$ cat config.mk
export PLATFORM = sky130hd
export DESIGN_NAME = pbus_drv
export DESIGN_NICKNAME = d
export VERILOG_FILES = /design/src/rtl/pbus_pkg.sv /design/src/rtl/pbus_store.sv /design/src/rtl/pbus_parity.sv /design/src/rtl/pbus_outmux.sv /design/src/rtl/pbus_drv.sv
export SDC_FILE = /design/constraint.sdc
export NUM_CORES = 1
export LEC_CHECK = 0
export BUFFER_PORTS_ARGS = -buffer_cell sky130_fd_sc_hd__buf_2
export CORE_ASPECT_RATIO = 0.75
export CORE_UTILIZATION = 46
export CTS_CLUSTER_SIZE = 12
export DETAILED_ROUTE_END_ITERATION = 12
export HOLD_SLACK_MARGIN = 0.02
export PLACE_DENSITY = 0.76
export SKIP_LAST_GASP = 1
export SYNTH_ARGS = -nofsm -noshare
export SYNTH_HDL_FRONTEND = slang
export SYNTH_SLANG_ARGS = --single-unit
export TNS_END_PERCENT = 5
$ cat constraint.sdc
create_clock -name clk -period 2 [get_ports clk]
set_clock_uncertainty 0.05 [all_clocks]
set_input_delay 0.1 -clock clk [delete_from_list [all_inputs] [get_ports clk]]
set_output_delay 0.1 -clock clk [all_outputs]
set_load 0.02 [all_outputs]
$ cat src/rtl/pbus_pkg.sv
package pbus_pkg;
  typedef enum logic {
    PATH_REG = 1'b0,
    PATH_BUF = 1'b1
  } path_e;
endpackage

$ cat src/rtl/pbus_store.sv
module pbus_store #(
  parameter int W     = 12,
  parameter int GATED = 8
) (
  input  logic         clk,
  input  logic         rst,
  input  logic         hold_low,
  input  logic [W-1:0] din,
  output logic [W-1:0] q
);
  localparam int HI_W = W - GATED;

  generate
    if (GATED > 0) begin : g_low
      logic [GATED-1:0] lo_q;
      always_ff @(posedge clk) begin
        if (rst)
          lo_q <= '0;
        else if (!hold_low)
          lo_q <= din[GATED-1:0];
      end
      assign q[GATED-1:0] = lo_q;
    end
    if (HI_W > 0) begin : g_high
      logic [HI_W-1:0] hi_q;
      always_ff @(posedge clk) begin
        if (rst)
          hi_q <= '0;
        else
          hi_q <= din[W-1:GATED];
      end
      assign q[W-1:GATED] = hi_q;
    end
  endgenerate
endmodule

$ cat src/rtl/pbus_parity.sv
module pbus_parity #(
  parameter int W      = 12,
  parameter int EN_BIT = 10
) (
  input  logic         clk,
  input  logic         rst,
  input  logic [W-1:0] din,
  input  logic         par_in,
  input  logic         par_drive,
  input  logic         par_pin_i,
  output logic         par_pin_o,
  output logic         par_pin_oe,
  output logic         err_q
);
  logic [W-1:0] data_d;
  logic         partial;
  logic         ref_bit;
  logic         err_next;

  always_ff @(posedge clk) begin
    if (rst)
      data_d <= '0;
    else
      data_d <= din;
  end

  always_comb begin
    partial  = (^data_d) ^ par_in;
    ref_bit  = par_drive ? par_pin_i : 1'b0;
    err_next = partial ^ ref_bit;
  end

  always_ff @(posedge clk) begin
    if (rst)
      err_q <= 1'b0;
    else if (din[EN_BIT])
      err_q <= err_next;
  end

  assign par_pin_o  = partial;
  assign par_pin_oe = ~par_drive;
endmodule

$ cat src/rtl/pbus_outmux.sv
module pbus_outmux
  import pbus_pkg::*;
#(
  parameter int W = 12
) (
  input  logic         buf_mode,
  input  logic         out_off,
  input  logic [W-1:0] din,
  input  logic [W-1:0] q,
  input  logic         err_q,
  output logic [W-1:0] ya,
  output logic [W-1:0] yb,
  output logic         y_oe,
  output logic         err_o,
  output logic         err_oe
);
  path_e path;
  assign path = path_e'(buf_mode);

  for (genvar i = 0; i < W; i++) begin : g_bit
    logic sel;
    assign sel   = (path == PATH_BUF) ? din[i] : q[i];
    assign ya[i] = sel;
    assign yb[i] = sel;
  end

  assign y_oe   = ~out_off;
  assign err_o  = 1'b0;
  assign err_oe = err_q & ~out_off;
endmodule

$ cat src/rtl/pbus_drv.sv
module pbus_drv #(
  parameter int W      = 12,
  parameter int GATED  = 8,
  parameter int EN_BIT = 10
) (
  input  logic         clk,
  input  logic         rst,
  input  logic         buf_mode,
  input  logic         hold_low,
  input  logic         out_off,
  input  logic [W-1:0] din,
  input  logic         par_in,
  input  logic         par_drive,
  input  logic         par_pin_i,
  output logic         par_pin_o,
  output logic         par_pin_oe,
  output logic [W-1:0] ya,
  output logic [W-1:0] yb,
  output logic         y_oe,
  output logic         err_o,
  output logic         err_oe
);
  logic [W-1:0] reg_q;
  logic         err_q;

  pbus_store #(.W(W), .GATED(GATED)) u_store (
    .clk(clk), .rst(rst), .hold_low(hold_low), .din(din), .q(reg_q)
  );

  pbus_parity #(.W(W), .EN_BIT(EN_BIT)) u_parity (
    .clk(clk), .rst(rst), .din(din), .par_in(par_in),
    .par_drive(par_drive), .par_pin_i(par_pin_i),
    .par_pin_o(par_pin_o), .par_pin_oe(par_pin_oe), .err_q(err_q)
  );

  pbus_outmux #(.W(W)) u_out (
    .buf_mode(buf_mode), .out_off(out_off), .din(din), .q(reg_q),
    .err_q(err_q), .ya(ya), .yb(yb), .y_oe(y_oe), .err_o(err_o),
    .err_oe(err_oe)
  );
endmodule

======== Word level (Yosys, flattened, before mapping) ========
Index checks and enable logic that the tools add are counted.
operators by class
  reductions and logical operators ........ 1
  bitwise operators ....................... 5
  shifts and indexed selects .............. 0
  add/subtract/negate cells ............... 0
  div/mod/pow operators ................... 0
  order comparisons ....................... 0
  eq/ne operators ......................... 0
  muxes and demuxes ....................... 13
  $mul .................................... 0
operators with widths
  kind               count
  1-bit two-way mux  13
  12-bit parity      1
  1-bit NOT          2
  1-bit XOR          2
  1-bit AND          1
word-level totals
  latch bits .............................. 0
  bits in read-only memories .............. 0
  output and inout port bits .............. 29
  register bits ........................... 25
  RAM bits ................................ 0
  memories ................................ 0
  word-level logic and storage cells ...... 23

======== Longest topological paths before layout ========
  depth after elaboration ................. 3
  gate-level depth with buffers ........... 4
  gate-level depth less buffers ........... 4

======== By module ========
From an unflattened synthesis, not the netlist that was laid out.
unflattened totals
  cell total of the unflattened synthesis .. 115
  area total of the unflattened synthesis .. 1283.7 µm²
by module, submodules not included
  module       cells each  sequential area each (µm²)  instances  area each (µm²)
  pbus_parity  40          260.2                       1          506.7
  pbus_store   34          240.2                       1          391.6
  pbus_outmux  41          0.0                         1          385.4

======== Worst setup path after synthesis ========
No wires, ideal clock.
  path type ............................... register -> register
  start ................................... register u_parity.data_d[4]
  end ..................................... register u_parity.err_q
  cell stages (with the launch flop) ...... 5
  path slack .............................. 0.362 ns
  data required time ...................... 1.871 ns
  arrival time ............................ 1.508 ns
  library setup time ...................... 0.079 ns
  path through ............................ dfxtp_1 > xnor3_1 > xnor3_1 > xor3_1 > a211oi_2
on the way
  longest elaborated chain between the ends .. 3
RTL lines
  item                    RTL line           RTL
  from (decl)             pbus_parity.sv:15  logic [W-1:0] data_d;
  from (signal assigned)  pbus_parity.sv:24  data_d <= din;
  12-bit parity           pbus_parity.sv:28  partial = (^data_d) ^ par_in;
  1-bit XOR               pbus_parity.sv:28
  1-bit XOR               pbus_parity.sv:30  err_next = partial ^ ref_bit;
  to (signal assigned)    pbus_parity.sv:37  err_q <= err_next;
  to (decl)               pbus_parity.sv:13  output logic err_q
No other way between the ends.
A chain may end at the register's enable or synchronous reset.

======== Worst setup path after layout ========
  start ................................... register u_parity.data_d[4]
  end ..................................... output port par_pin_o
on the way
  longest elaborated chain between the ends .. 2
RTL lines
  item           RTL line           RTL
  12-bit parity  pbus_parity.sv:28
  1-bit XOR      pbus_parity.sv:28
  to (decl)      pbus_drv.sv:15     output logic par_pin_o,
No other way between the ends.

==> results.json <==
{
  "synth_top_area_cell": "dfxtp_1",
  "cts_sinks": 21,
  "critPathLaunchType": "flip-flop",
  "cp_data_arrival_time_ns": 1.64,
  "clkSlewWorstSetupHoldPaths_ns": 0.12,
  "root_buffer": "clkbuf_4",
  "max_freq_mhz": 560,
  "status": "completed",
  "finalSetupTns_ns": 0,
  "power.leakage_nw": 0.688,
  "drive_above_1_share_pct": 45.4,
  "finalHoldViolations": 0,
  "coreArea_sq_mm": 0.00231,
  "rsz0062_at_grt": "false",
  "grtUsageTotal_pct": 15.4,
  "seq_area_frac_synth_pct": 37.4,
  "ioPinCount": 49,
  "holdCritPathClass": "in -> reg",
  "clk_path_buf_depth": 2,
  "synth_area_sq_mm": 0.00112,
  "numCtsBuffers": 3,
  "drtPass1Iterations": 2,
  "syn-mean-instance-area_sq_um": 10.5,
  "cp-end-kind": "primary output",
  "post_cts_resized": 0,
  "finalPower_mw": 0.991,
  "grt_pass1_wl_microns": 2860,
  "cts_tree": "done",
  "synth_seq_cells": 21,
  "post-route-drc-count": 0,
  "portBuffers": 47,
  "antenna_found_initial": 0,
  "ant_nets": 0,
  "drv_slew": 0,
  "grt_overflow": 0,
  "initial_utilization_pct": 48.7,
  "syn_nets": 127,
  "num_antenna_cells": 0,
  "setup_ws_ns": 0.213,
  "layout.nets": 162,
  "place_congestion": 0.622,
  "synth_area_leaders": "dfxtp_1, buf_4, mux2_2",
  "yosys_warnings": 0,
  "yosys.cell_types.count": 16,
  "drt-initial-drc-count": 8,
  "grt_max_degree": 22,
  "wl_per_cell_microns": 10.5,
  "finish.utilization_pct": 58.4,
  "min_period_ns": 1.79,
  "setup.worst_path.class": "reg -> out",
  "die_y_microns": 44.8,
  "vias": 729,
  "drt-total-wl_microns": 1840,
  "synth_top_area_share_pct": 37.4,
  "reg2reg_depth": 4,
  "p_per_area_mw_per_mm2": 735,
  "viasPerCell": 4.17,
  "drv_cap": 0,
  "path_max_fanout": 2,
  "htree_levels": 1,
  "peakVddDrop_uv": 483,
  "hpwlAfterDp_microns": 1280,
  "hold_path_depth": 2,
  "setup_viol_count_final": 0,
  "die_w_microns": 59.1,
  "critPathRequiredTime_ns": 1.85,
  "min_period_over_period_pct": 89.4,
  "clock_latency_ns": 0.31,
  "grt_pass1_vias": 634,
  "row_count": 15,
  "post-place-ws_ns": 0.267,
  "dieArea_sq_mm": 0.00265,
  "syn_to_final_growth_pct": 19.8,
  "netlist_instances": 107
}
## critical path: stages (launching register included)
cell     delay (ns)
dfxtp_1        0.35
xnor3_1        0.40
xnor3_1        0.25
xor2_1         0.16
buf_2          0.19
## logic make-up (layout without fill, tap and decap cells)
| kind of cell | after synthesis | count (layout) | synth area share (%) |
|---|---|---|---|
| AOI/OAI and AO/OA | 1 | 1 | 1.11 |
| xor gates and xnor gates | 10 | 10 | 12.8 |
| buffers and inverters | 31 | 65 | 18.7 |
| DFF | 21 | 21 | 37.4 |
| muxes | 20 | 20 | 19.1 |
| other | 1 | 1 | 0.333 |
| and+or+nand+nor | 23 | 23 | 10.6 |
## cell type report
class | instances | area (sq um)
fill | 217 | 961
multi-input combinational | 55 | 494
sequential | 21 | 420
timing repair buffer | 59 | 355
tap | 34 | 42.5
clock buffer | 3 | 22.5
inverter | 2 | 7.51
clock inverter | 1 | 5.00
## synthesized netlist by cell type (all sizes together)
cell type  number
mux2           12
xor3            1
a211oi          1
nor2            9
conb            1
inv             2
xnor2           3
dfxtp          21
buf            26
xor2            3
nor2b          13
mux2i           8
xnor3           3
clkbuf          3
nand2           1
## report_power, final
part	total (mW)	switching [mW]	leakage (nW)	internal, mW
sequential	0.458	0.0131	0.174	0.445
clock	0.202	0.127	0.0177	0.0746
combinational	0.331	0.164	0.496	0.167
## path summary, 6_finish.rpt
check,end,slack (ns),from
max,par_pin_o,0.21,u_parity.data_d[4]
min,u_store.g_low.lo_q[0],0.13,rst
max reg2reg,u_parity.err_q,0.26,u_parity.data_d[4]
min reg2reg,u_store.g_low.lo_q[7],0.46,u_store.g_low.lo_q[7]
## stage by stage
step	cell area, sq um	std cells	hold WS (ns)
after global routing	1350	175	0.144
after floorplan	1120	107	0.122
after CTS	1350	175	0.125
final	1350	175	0.127
after global placement	1200	159	0.272
after detailed placement	1200	159	0.279
## cells in the final DEF, fill, tap and decap left out
cell and n:
xor2_1 3, conb_1 1, a211oi_2 1, nand2_1 1, buf_2 47, inv_1 2
clkbuf_4 3, mux2_2 12, dlygate4sd3_1 12, nor2_1 9, mux2i_1 8, xor3_1 1
xnor2_1 3, xnor3_1 3, clkinv_2 1, dfxtp_1 21, nor2b_1 13
## registers in the layout, indices dropped and copies added, names as in the netlist
name,count
u_store.g_low.lo_q,8
u_parity.data_d,12
u_parity.err_q,1
## repair_timing
action / 4_1_cts / 5_1_grt
endpoints found under the setup margin: 0 / 0
endpoints found under the hold margin: 21 / 0
hold buffers: 12 / 0
setup buffers: 0 / 0
## routing by layer
layer / vias to the layer above / part of all wire (%) / track usage, %
met5: - / 0 / 0
met1: 314 / 46 / 19.0
met2: 25 / 47 / 24.5
met3: 5 / 5.5 / 5.16
li1: 385 / - / -
met4: 0 / 1.7 / 7.14
Note: power is estimated with default switching activity, not from simulation.
